`src/rtl/req_ack_monitor.sv`:
```
module req_ack_monitor #(
  parameter int MAX_WAIT = 10
) (
  input  logic clk,
  input  logic rst_n,
  input  logic req,
  input  logic ack,
  input  logic unlock,
  output logic pass,
  output logic fail,
  output logic extra_req_err,
  output logic locked
);
  localparam int CW = $clog2(MAX_WAIT + 1);

  logic          req_q;
  logic          busy;
  logic          tracking;
  logic [CW-1:0] cnt;

  wire rise   = req & ~req_q;
  wire hit    = tracking & ack;
  wire expire = tracking & ~ack & (cnt == CW'(MAX_WAIT));

  assign locked = busy;

  always_ff @(posedge clk or negedge rst_n) begin
    if (!rst_n) begin
      req_q         <= 1'b0;
      busy          <= 1'b0;
      tracking      <= 1'b0;
      cnt           <= '0;
      pass          <= 1'b0;
      fail          <= 1'b0;
      extra_req_err <= 1'b0;
    end else begin
      req_q         <= req;
      pass          <= 1'b0;
      fail          <= 1'b0;
      extra_req_err <= 1'b0;
      if (unlock) begin
        busy     <= 1'b0;
        tracking <= 1'b0;
        cnt      <= '0;
      end else begin
        if (hit) begin
          pass     <= 1'b1;
          busy     <= 1'b0;
          tracking <= 1'b0;
        end else if (expire) begin
          fail     <= 1'b1;
          tracking <= 1'b0;
        end else if (tracking) begin
          cnt <= cnt + 1'b1;
        end
        if (rise) begin
          if (busy) begin
            extra_req_err <= 1'b1;
          end else begin
            busy     <= 1'b1;
            tracking <= 1'b1;
            cnt      <= CW'(1);
          end
        end
      end
    end
  end

  assert_pass_fail_excl_R9: assert property (@(posedge clk) disable iff (!rst_n)
    !(pass && fail));

  assert_pass_releases_R3: assert property (@(posedge clk) disable iff (!rst_n)
    pass |-> (!locked && $past(locked)));

  assert_window_bound_R3: assert property (@(posedge clk) disable iff (!rst_n)
    tracking |-> (cnt >= CW'(1) && cnt <= CW'(MAX_WAIT)));

  assert_fail_keeps_lock_R5: assert property (@(posedge clk) disable iff (!rst_n)
    fail |-> locked);

  assert_err_only_when_locked_R6: assert property (@(posedge clk) disable iff (!rst_n)
    extra_req_err |-> $past(locked));

  assert_lock_release_R7: assert property (@(posedge clk) disable iff (!rst_n)
    $fell(locked) |-> (pass || $past(unlock)));

  assert_unlock_clears_R8: assert property (@(posedge clk) disable iff (!rst_n)
    $past(unlock) |-> (!locked && !pass && !fail && !extra_req_err));

endmodule

```
`config.mk`:
```
export PLATFORM = sky130hd
export DESIGN_NAME = req_ack_monitor
export DESIGN_NICKNAME = d
export VERILOG_FILES = /design/src/rtl/req_ack_monitor.sv
export SDC_FILE = /design/constraint.sdc
export NUM_CORES = 1
export LEC_CHECK = 0
export BUFFER_PORTS_ARGS = -buffer_cell sky130_fd_sc_hd__buf_2
export CAP_MARGIN = 20
export CELL_PAD_IN_SITES_DETAIL_PLACEMENT = 1
export CELL_PAD_IN_SITES_GLOBAL_PLACEMENT = 1
export CORE_AREA = 10 10 47 49
export CTS_BUF_LIST = sky130_fd_sc_hd__clkbuf_4 sky130_fd_sc_hd__clkbuf_8 sky130_fd_sc_hd__clkbuf_16
export CTS_CLUSTER_DIAMETER = 150
export DETAILED_ROUTE_END_ITERATION = 16
export DIE_AREA = 0 0 57 59
export PLACE_DENSITY = 0.72
export SLEW_MARGIN = 20
export SYNTH_ARGS = -nofsm -noshare
export SYNTH_HDL_FRONTEND = slang
export SYNTH_SLANG_ARGS = --single-unit
```
`constraint.sdc`:
```
create_clock -name clk -period 3.6 [get_ports clk]
set_input_delay 0.72 -clock clk [delete_from_list [all_inputs] [get_ports clk]]
set_output_delay 0.72 -clock clk [all_outputs]
set_load 0.05 [all_outputs]
```
==> summary.md <==
| Metric | Value |
|---|---|
| Port-buffer cells | 8 |
| Hold Buf Count CTS | 0 |
| GRT overflow | 0 |
| RSZ-0062 raised after global routing | no |
| Starting Density | 31.52% |
| Max_slew headroom | 82.71% |
| Drt first-iter violations | 2 |
| IO Count | 9 |
| Die Y | 59 microns |
| Post-Syn Instances | 40 |
| Worst Tran Pin Value | 258.6 ps |
| Startpoint types | flop |
| Setup Buffers After CTS | 0 |
| Syn avg cell area | 11.04 sq um |
| Final Power | 0.0002439 W |
| DRC Markers | 0 |
| Final hold violation count | 0 |
| Register Area | 250.2 sq um |
| Post-DR vias/cell | 5.074 |
| Area grow syn2layout | 21.81% |
| Register bit total from synthesis | 10 |
| Crit path max fanout | 4 |
| Max incr delay on CP | 370 ps |
| Area leader, netlist | dfrtp_1 |
| Routed wl met2 | 428 microns |
| Sum Neg Setup Slack | 0 ps |
| Pre-antenna DRT Iters | 3 |
| Largest net degree at the start of global routing | 11 |
| Tcrit/Tclk final | 45.45% |
| Crit path cell chain | buf_2 |
| Final setup fails | 0 |
| Final Net Count | 60 |
| Initial antenna violation count | 0 |
| Bufs on Longest Clock Path | 2 |
| Synth top area cells | dfrtp_1, a21oi_1, ha_1, nand3_1, nand2b_4 |
| Max Clock Freq | 0.6112 GHz |
| Post-route ant nets | 0 |
| Root buf cell | clkbuf_4 |
| Met3 WL | 58 microns |
| Synth top area share | 56.66% |
| Max-slew violations | 0 |
| Vias in the first global route | 361 |
| Synth cell types | 19 |
| Buf/Inv on CP | 1 |
| Hold Path Class | input pin to async pin |
| Critical Path Sink Type | primary output |
| Diode count | 0 |
| GR Util All Layers | 5.880% |
| Post-DP HPWL | 693.9 microns |
| Outcome | complete, no violations |
| Core Region | 1401 sq um |
| Req. time, crit path | 2880 ps |
| Fillers | 170 |
| Clock Latency Late Sink | 260 ps |
| # H-tree levels | 1 |
| Commonest non-fill, non-tap cell in the layout | dfrtp_1 |
| Global-route wire length before repair | 1600 microns |
| Post-Syn Nets | 47 |
| Multi-input gate area | 183.9 sq um |
| Setup Skew | 2.709 ps |
| Yosys warnings | 0 |
| Minimum clock period | 1636 ps |
| GPL Wtd Cong | 0.7451 |
| Post_cts resized | 0 |
| Slowest-stage cell, CP | dfrtp_1 |
| Post-synthesis sequential area ratio | 56.66% |
| Crit path max-delay family | flip-flops |
| Top sig layer | met4 |
| Clk sink count | 10 |
| Post-Syn Area | 441.7 sq um |
| Die ar. | 3363 sq um |
| Detailed-route via count | 345 |
| Layout cell share with drive strength beyond 1 | 26.92% |
| Wire length on met1 | 424 microns |
| Max rail drop VDD | 0.0002084 V |
| Most frequent cells in the layout | dfrtp_1, buf_2, a21oi_1 |
| Maximum capacitance violations | 0 |
| # rows | 14 |
| Cell area power density | 453.4 nW/um^2 |
| Chip width | 57 microns |
| DR WL/cell | 13.53 microns |
| Clock-pin transition on the worst setup and hold timing paths | 70 ps |
| Crit Path Class | flop to primary output |
| P_leak | 0.2561 nW |
| CTS Buf Count | 3 |
| WL final | 920 microns |
| Critical Path AT | 920 ps |
| TritonCTS clock tree | done |
metal layers:
| layer | up-vias | GRT usage [%] |
|---|---|---|
| li1 | 167 | - |
| met1 | 168 | 6.917 |
| met2 | 8 | 8.992 |
| met3 | 2 | 3.648 |
| met4 | 0 | 1.007 |
| met5 | - | 0 |
worst paths after layout:
| check | slack, ps | startpoint | to | depth (start not counted) |
|---|---|---|---|---|
| max in group asynchronous | 3120 | rst_n | cnt[1] | 1 |
| setup reg to reg | 2240 | cnt[0] | cnt[0] | 5 |
| hold reg to reg | 430 | req_q | extra_req_err | 1 |
| min in group clk | 430 | req_q | extra_req_err | 1 |
| hold / removal | 300 | rst_n | cnt[0] | 1 |
| setup / recovery | 1960 | locked | locked | 1 |
synthesized netlist by cell type:
library cell,number
a311oi_1,1
or3_1,1
nand2b_1,1
inv_1,2
nand2b_4,1
dfrtp_1,10
a21o_1,1
a21oi_1,6
nand3_1,3
and2b_2,1
nand3b_1,1
nor4bb_1,1
o21ai_0,2
a31oi_1,1
nor3_1,1
or3b_1,1
nand2_1,3
ha_1,2
nor2_1,1
cell families (layout without fill, tap and decap cells):
| group | Yosys count | count (layout) | share of synthesized area (%) |
|---|---|---|---|
| simple gates | 15 | 15 | 21.81 |
| compound gates | 11 | 11 | 14.17 |
| flops | 10 | 10 | 56.66 |
| fa+ha+maj | 2 | 2 | 5.665 |
| buf+inv | 2 | 14 | 1.700 |
report_power, final:
part           switching (W)  total [W]  internal (W)
clock network      0.0000420   0.000103     0.0000614
logic              0.0000140  0.0000217    0.00000764
registers         0.00000298   0.000119      0.000116
per-stage QoR:
| step | setup WS [ps] | instance area [sq um] | hold WS, ps | utilization [%] | instances |
|---|---|---|---|---|---|
| 3_5_place_dp | 2026 | 501.7 | 424.7 | 35.80 | 64 |
| 5_1_grt | 1940 | 538.0 | 306.1 | 38.39 | 68 |
| 6_report | 1964 | 538.0 | 297.1 | 38.39 | 68 |
| 2_1_floorplan | 2195 | 441.7 | 400.8 | - | 40 |
| 3_3_place_gp | 2043 | 501.7 | 426.3 | 35.80 | 64 |
| 4_1_cts | 1962 | 538.0 | 307.1 | 38.39 | 68 |
registers in the layout, indices dropped and copies added, names as in the netlist:
name,count
tracking,1
locked,1
cnt,4
extra_req_err,1
fail,1
pass,1
req_q,1
final cells by class:
cell class / count / share of cell area, %
Inverter: 2 / 1.395
Tap cell: 16 / 3.721
Sequential cell: 10 / 46.51
Clock buffer: 4 / 6.744
Timing Repair Buffer: 8 / 7.442
Multi-Input combinational cell: 28 / 34.19
No activity file was read; power rests on OpenSTA's default activity.
